`config.mk`:
```
export PLATFORM = sky130hd
export DESIGN_NAME = hs_led_agent
export DESIGN_NICKNAME = d
export VERILOG_FILES = /design/src/rtl/hs_pkg.sv /design/src/rtl/hs_btn_edge.sv /design/src/rtl/hs_msg_check.sv /design/src/rtl/hs_retry_ctr.sv /design/src/rtl/hs_led_agent.sv
export SDC_FILE = /design/constraint.sdc
export NUM_CORES = 1
export LEC_CHECK = 0
export BUFFER_PORTS_ARGS = -buffer_cell sky130_fd_sc_hd__buf_4
export CORE_MARGIN = 1.5
export CORE_UTILIZATION = 40
export CTS_CLUSTER_DIAMETER = 60
export DETAILED_ROUTE_END_ITERATION = 7
export MAX_ROUTING_LAYER = met4
export PLACE_DENSITY = 0.77
export SLEW_MARGIN = 20
export SYNTH_ARGS = -nofsm -noshare
export SYNTH_HDL_FRONTEND = slang
export SYNTH_SLANG_ARGS = --single-unit
```
`constraint.sdc`:
```
create_clock -name clk_i -period 3.55 [get_ports clk_i]
set_input_delay 0.355 -clock clk_i [delete_from_list [all_inputs] [get_ports clk_i]]
set_output_delay 0.355 -clock clk_i [all_outputs]
set_load 0.01 [all_outputs]
```
`src/rtl/hs_pkg.sv`:
```
package hs_pkg;
  localparam int unsigned MSG_W = 32;

  localparam logic [7:0] CH_BTN  = 8'h42;
  localparam logic [7:0] CH_LED  = 8'h4C;
  localparam logic [7:0] CH_ACK  = 8'h41;
  localparam logic [7:0] CH_ZERO = 8'h30;
  localparam logic [7:0] CH_NUL  = 8'h00;

  typedef enum logic [2:0] {
    ST_IDLE,
    ST_TX_BTN,
    ST_WAIT_GRANT,
    ST_LED_WR,
    ST_TX_RDY,
    ST_WAIT_DONE
  } hs_state_e;

  // byte 0 in the low bits: little-endian string order
  function automatic logic [MSG_W-1:0] pack_msg(logic [7:0] kind, logic [7:0] proc,
                                                logic [7:0] data);
    return {CH_NUL, data, proc, kind};
  endfunction
endpackage

```
`src/rtl/hs_btn_edge.sv`:
```
module hs_btn_edge #(
  parameter int unsigned SYNC_STAGES = 2
) (
  input  logic clk_i,
  input  logic rst_ni,
  input  logic btn_i,
  output logic rise_o
);
  localparam int unsigned PIPE_W = SYNC_STAGES + 1;

  logic [PIPE_W-1:0] pipe_q;

  always_ff @(posedge clk_i or negedge rst_ni) begin
    if (!rst_ni) pipe_q <= '0;
    else         pipe_q <= {pipe_q[PIPE_W-2:0], btn_i};
  end

  assign rise_o = pipe_q[SYNC_STAGES-1] & ~pipe_q[SYNC_STAGES];

  assert_rise_single_R2: assert property (@(posedge clk_i) disable iff (!rst_ni)
    rise_o |=> !rise_o);
endmodule

```
`src/rtl/hs_msg_check.sv`:
```
module hs_msg_check
  import hs_pkg::*;
#(
  parameter int unsigned PROC_ID = 0
) (
  input  logic [MSG_W-1:0] word_i,
  output logic             mine_o,
  output logic             ack_o
);
  localparam logic [7:0] ID_CHAR = 8'(CH_ZERO + PROC_ID);

  logic [7:0] kind, proc, data, term;

  assign {term, data, proc, kind} = word_i;
  assign mine_o = (proc == ID_CHAR);
  assign ack_o  = (kind == CH_ACK) && (data == CH_ACK) && (term == CH_NUL);
endmodule

```
`src/rtl/hs_retry_ctr.sv`:
```
module hs_retry_ctr #(
  parameter int unsigned MAX_RETRY = 3
) (
  input  logic clk_i,
  input  logic rst_ni,
  input  logic clr_i,
  input  logic inc_i,
  output logic spent_o
);
  localparam int unsigned CNT_W = $clog2(MAX_RETRY + 1);

  logic [CNT_W-1:0] cnt_q;

  always_ff @(posedge clk_i or negedge rst_ni) begin
    if (!rst_ni)     cnt_q <= '0;
    else if (clr_i)  cnt_q <= '0;
    else if (inc_i)  cnt_q <= cnt_q + 1'b1;
  end

  assign spent_o = (cnt_q == CNT_W'(MAX_RETRY));

  assert_retry_bound_R9: assert property (@(posedge clk_i) disable iff (!rst_ni)
    (inc_i && !clr_i) |-> !spent_o);
endmodule

```
`src/rtl/hs_led_agent.sv`:
```
module hs_led_agent
  import hs_pkg::*;
#(
  parameter int unsigned PROC_ID     = 0,
  parameter int unsigned LED_W       = 4,
  parameter int unsigned MAX_RETRY   = 3,
  parameter int unsigned SYNC_STAGES = 2
) (
  input  logic             clk_i,
  input  logic             rst_ni,
  input  logic             button_i,
  output logic [LED_W-1:0] led_o,
  output logic             led_we_o,
  output logic [31:0]      tx_data_o,
  output logic             tx_valid_o,
  input  logic             tx_empty_i,
  input  logic [31:0]      rx_data_i,
  input  logic             rx_pending_i,
  output logic             rx_read_o,
  output logic             err_o
);
  localparam logic [7:0] ID_CHAR = 8'(CH_ZERO + PROC_ID);

  hs_state_e        state_q, state_d;
  logic [LED_W-1:0] led_q;
  logic             err_q;
  logic             rise, mine, is_ack, spent;
  logic             hit_ack, hit_other, waiting, sending;

  hs_btn_edge #(.SYNC_STAGES(SYNC_STAGES)) u_btn (
    .clk_i (clk_i),
    .rst_ni(rst_ni),
    .btn_i (button_i),
    .rise_o(rise)
  );

  hs_msg_check #(.PROC_ID(PROC_ID)) u_chk (
    .word_i(rx_data_i),
    .mine_o(mine),
    .ack_o (is_ack)
  );

  assign waiting   = (state_q == ST_WAIT_GRANT) || (state_q == ST_WAIT_DONE);
  assign sending   = (state_q == ST_TX_BTN) || (state_q == ST_TX_RDY);
  assign rx_read_o = waiting && rx_pending_i;
  assign hit_ack   = rx_read_o && mine && is_ack;
  assign hit_other = rx_read_o && mine && !is_ack;

  hs_retry_ctr #(.MAX_RETRY(MAX_RETRY)) u_retry (
    .clk_i  (clk_i),
    .rst_ni (rst_ni),
    .clr_i  ((state_q == ST_IDLE) || hit_ack),
    .inc_i  (hit_other && !spent),
    .spent_o(spent)
  );

  always_comb begin
    state_d = state_q;
    unique case (state_q)
      ST_IDLE:       if (rise) state_d = ST_TX_BTN;
      ST_TX_BTN:     if (tx_empty_i) state_d = ST_WAIT_GRANT;
      ST_WAIT_GRANT: begin
        if (hit_ack)        state_d = ST_LED_WR;
        else if (hit_other) state_d = spent ? ST_IDLE : ST_TX_BTN;
      end
      ST_LED_WR:     state_d = ST_TX_RDY;
      ST_TX_RDY:     if (tx_empty_i) state_d = ST_WAIT_DONE;
      ST_WAIT_DONE: begin
        if (hit_ack)        state_d = ST_IDLE;
        else if (hit_other) state_d = spent ? ST_IDLE : ST_TX_RDY;
      end
      default:       state_d = ST_IDLE;
    endcase
  end

  always_ff @(posedge clk_i or negedge rst_ni) begin
    if (!rst_ni) begin
      state_q <= ST_IDLE;
      led_q   <= '0;
      err_q   <= 1'b0;
    end else begin
      state_q <= state_d;
      err_q   <= hit_other && spent;
      if (state_q == ST_WAIT_GRANT && hit_ack) led_q <= led_q + 1'b1;
    end
  end

  assign tx_valid_o = sending && tx_empty_i;
  assign tx_data_o  = pack_msg((state_q == ST_TX_RDY) ? CH_LED : CH_BTN, ID_CHAR, CH_ZERO);
  assign led_we_o   = (state_q == ST_LED_WR);
  assign led_o      = led_q;
  assign err_o      = err_q;

  assert_tx_needs_empty_R3: assert property (@(posedge clk_i) disable iff (!rst_ni)
    tx_valid_o |-> tx_empty_i);
  assert_tx_pulse_R3: assert property (@(posedge clk_i) disable iff (!rst_ni)
    tx_valid_o |=> !tx_valid_o);
  assert_tx_frame_R1: assert property (@(posedge clk_i) disable iff (!rst_ni)
    tx_valid_o |-> (tx_data_o[31:24] == 8'h00 && tx_data_o[15:8] == ID_CHAR
                    && tx_data_o[23:16] == CH_ZERO));
  assert_rx_needs_pending_R4: assert property (@(posedge clk_i) disable iff (!rst_ni)
    rx_read_o |-> rx_pending_i);
  assert_led_after_grant_R5: assert property (@(posedge clk_i) disable iff (!rst_ni)
    led_we_o |-> $past(rx_read_o));
  assert_led_step_R6: assert property (@(posedge clk_i) disable iff (!rst_ni)
    led_we_o |-> (led_o == LED_W'($past(led_o) + 1'b1)));
  assert_led_hold_R6: assert property (@(posedge clk_i) disable iff (!rst_ni)
    !led_we_o |=> (led_we_o || $stable(led_o)));
  assert_err_pulse_R10: assert property (@(posedge clk_i) disable iff (!rst_ni)
    err_o |=> !err_o);
  assert_one_action_R4: assert property (@(posedge clk_i) disable iff (!rst_ni)
    $onehot0({tx_valid_o, rx_read_o, led_we_o}));
endmodule

```
==> results.md <==
Synthesis:
- The basic-gate share of the synthesized area counting and, or, nand and nor cells is 23.2%.
- Sequential cells were found to cover 30.8% of the synthesized design area.
- The commonest cells after synthesis are buf_4 (30), dfrtp_1 (13), nand2_1 (6).
- For this run, the leading register cell type out of synthesis is dfrtp_1.
- The area share of the largest cell type after synthesis is 30.8%.
- The largest area contributor in the netlist is dfrtp_1.
- During synthesis, Yosys emitted a total of 0 warnings.
- The cell with the most instances after synthesis is buf_4.
- Multiplexer cells account for 2.13% of the synthesized area.
- After synthesis the cells add up to approximately 1100 sq um.
- After synthesis, the largest family of logic cells by area is buffers and inverters.
- The post-synthesis share of cell area spent on full adders, half adders and majority gates is 2.37%.
- A synthesized cell averages 9.78 sq um.
- The number of instances in the synthesized netlist is 108.
- For this run, asynchronously set or reset flops after synthesis account for 100%.
- By area the synthesized netlist is led by dfrtp_1 (31%), buf_4 (21%), nor4_4 (4.0%).
- In this run, distinct cell masters in the synthesized netlist total 38.
- Summing the areas of all xor and xnor instances in the mapped netlist gives 3.32% of the synthesized area.
- The area fraction in compound gates after synthesis is 12.2%.
- The number of storage elements in the synthesis netlist is 13.
- The number of flops mapped to enable cells by yosys is 0.

Drt:
- The detailed router's first-iteration violation count is 7.
- After detailed routing, the total wire length is 2110 microns.
- The average wire length per cell after detail routing is 11.5 microns.
- The detailed-routing iteration count for the pre-antenna-repair pass is 4.
- The detail route stage leaves a number of antenna-violating nets equal to 0.
- After detailed routing, the number of vias per cell comes to 4.62.
- The detailed router placed 850 vias in this run.
- The total DRC errors in the routed layout is 0.

Worst setup path:
- The largest single stage delay on the critical path is 540 ps.
- The required time at the endpoint of the critical path is about 3700 ps.
- STA puts the critical path data arrival time at 2120 ps.
- The start point of the critical path is state_q[1]$_DFFE_PN0P_.
- STA classifies the critical path startpoint as a flop.
- The sort of element at the end of the critical path is a flop.
- For this design, the slowest cell found on the critical path is dfrtp_1.
- The worst reg2reg path startpoint is state_q[1]$_DFFE_PN0P_.
- Traced cell by cell, the critical path runs through nor3b_4, o2111ai_4, nor4_4, mux2_1.
- By startpoint and endpoint, the worst setup path is classified as reg2reg.
- In this run the worst path has a maximum fanout of 13.

Power and ir drop:
- The portion of total power attributed to sequential cells is 39.3%.
- Summed over all nets, the switching power comes to 172 uW.
- In this run the static leakage power is 0.000704 uW.
- The worst vdd rail ir drop is 0.000247 V.
- The power density over the cells is 361 nW/um^2.
- The relative contribution of combinational cells to total power is 42.5%.
- The internal power summed over all cells is 308 uW.
- Per report_power, the clock group accounts for 18.2% of the total.
- Net switching is 35.9% of the power.

GRT:
- The global-route met3 utilization is 2.19%.
- The initial antenna violation count is 0.
- The final global-route overflow total is 0.
- Entering global routing, the biggest net connects 14 pins.
- The global routing stage identified its most utilized layer as met2.
- For met1 alone, demand over resource in global routing was between 10% and 20%.
- The met2 routing resource usage after global routing is between 30% and 40%.
- The number of global-route vias before repair is 815.
- Global routing consumed, over all layers together, between 10% and 20% of the routing resources.
- The first-pass GRT wire length is roughly 3300 microns.

STA:
- The final critical-path required period is 1970 ps.
- The final setup violation count is 0.
- The number of max-slew violations in the final report was 0.
- Setup repair after global routing left no endpoint under its margin.
- The final-report hold violation count came to 0.
- After routing, the total negative slack on setup checks comes to 0 ps.
- For this run, the top clock speed supported by timing is 508 MHz.
- The final worst-path cycle share is 55.4%.
- Across the routed clock network, the largest skew measured is roughly 2.9 ps.

Final layout:
- The antenna diode count is 0.
- The filler-free cell count of the finished design is 184.
- Counting the fill cells in the layout gives 238.
- The area growth from synthesis to layout is 26.2%.
- At the end of the flow, the number of nets in the layout was about 190.
- The fraction of final layout cells sized beyond drive strength 1 is 40.3%.

Place:
- The congestion estimate from routability-driven global placement came to 0.797.
- Port buffering added 47 buffers.
- Once placement completed, the tool counted placed cells totaling 179.
- The final HPWL from detailed placement is 1780 microns.

Floorplan:
- The total core area is 2480 sq um.
- From bottom edge to top edge, the die measures 54.4 microns.
- 77 I/O pins were placed.
- The starting utilization of the core area is 42.6%.
- The die boundary width is 54.4 microns.
- The floorplan has 18 rows.
- The floorplan step defined a die boundary enclosing approximately 3000 sq um.

Clocking:
- For this design, the sink count on the clock tree is 13.
- Counting the buffers created by CTS gives 3.
- Once the clock tree was built, the resizer swapped 0 gates to a different size.
- In this run the number of H-tree levels came out at 1.
- The total of hold buffers inserted after clock tree synthesis is 1.
- The maximum buffer depth of the clock tree is 2.
- Post-CTS timing repair inserted 0 buffers for setup.
- The later pin in the worst-skew pair is clocked with a latency of 260 ps.
- The root buffer cell chosen for the clock tree is clkbuf_4.
- The clock-pin slew reported for the worst setup and hold paths after clock tree synthesis is 80 ps.
- The TritonCTS clock tree is built.

Run status:
- The run finished with clean final reports.

Run:
- The number of maximum-capacitance constraint violations is 0.

Min path:
- The startpoint identified for the worst hold timing path is button_i.
- The type of the most critical hold path is in2reg.
critical path: cells and delay by family, from the launching register on:
family	cells	cell delay, ps
mux	1	350
flops	1	540
compound gates	1	210
simple gates	2	740
stage by stage:
step,cell area (sq um),hold WS [ps],utilization [%],setup slack [ps],total power (uW)
4_1_cts,1330,189,53.8,1560,485
3_3_place_gp,1300,204,52.3,1610,392
2_1_floorplan,1160,59.4,-,1800,353
5_1_grt,1330,181,53.8,1450,520
3_5_place_dp,1300,209,52.3,1520,395
6_report,1330,193,53.8,1580,480
cell type report:
cell class | instances | area (sq um) | share of cell area (%)
clock buffer | 4 | 26.3 | 1.97
inverter | 4 | 15.0 | 1.13
multi-input combinational | 85 | 566 | 42.4
sequential | 13 | 325 | 24.4
tap | 30 | 37.5 | 2.82
timing repair buffer | 48 | 363 | 27.2
final timing paths:
check / endpoint / cells past startpoint / slack [ps]
max: led_o[1]$_DFFE_PN0P_ / 4 / 1580
min in group asynchronous: u_btn.pipe_q[0]$_DFF_PN0_ / 2 / 460
min: u_btn.pipe_q[0]$_DFF_PN0_ / 1 / 190
max in group asynchronous: state_q[1]$_DFFE_PN0P_ / 2 / 2930
max reg2reg: led_o[1]$_DFFE_PN0P_ / 4 / 1580
min reg2reg: u_btn.pipe_q[1]$_DFF_PN0_ / 0 / 360
kinds of logic after synthesis:
family                     count (synthesis)
buffers and inverters                     37
and+or+nand+nor                           32
AOI/OAI and AO/OA                         16
DFF                                       13
xor gates and xnor gates                   4
adders and majority gates                  2
other                                      2
muxes                                      2
power by group through the flow:
stage	sequential (uW)	clock [uW]	combinational, uW
final	189	87.4	204
after global routing	192	98.1	230
after CTS	189	90.5	205
after detailed placement	192	0	203
after global placement	190	0	201
after floorplan	168	0	185
routing by layer:
metal	share of wire (%)	vias to the layer above	wire [microns]
met3	8.1	2	171
met2	57	44	1200
met4	0.80	0	17
met1	34	396	727
li1	-	408	-
met5	0	-	0
cells in the final DEF (no fill, tap or decap), types with 3 or more instances in the layout:
cell      instances
a21oi_1           3
buf_4            47
clkbuf_4          3
conb_1           29
dfrtp_1          13
inv_1             4
nand2_1           6
nor2_1            3
nor4b_1           4
o21ai_0           4
xnor2_1           3
state kept, by name (all words and copies together), names as in the netlist:
signal and cells:
u_btn.pipe_q 3, err_o 1, u_retry.cnt_q 2, state_q 3, led_o 4
No activity file was read; power rests on OpenSTA's default activity.
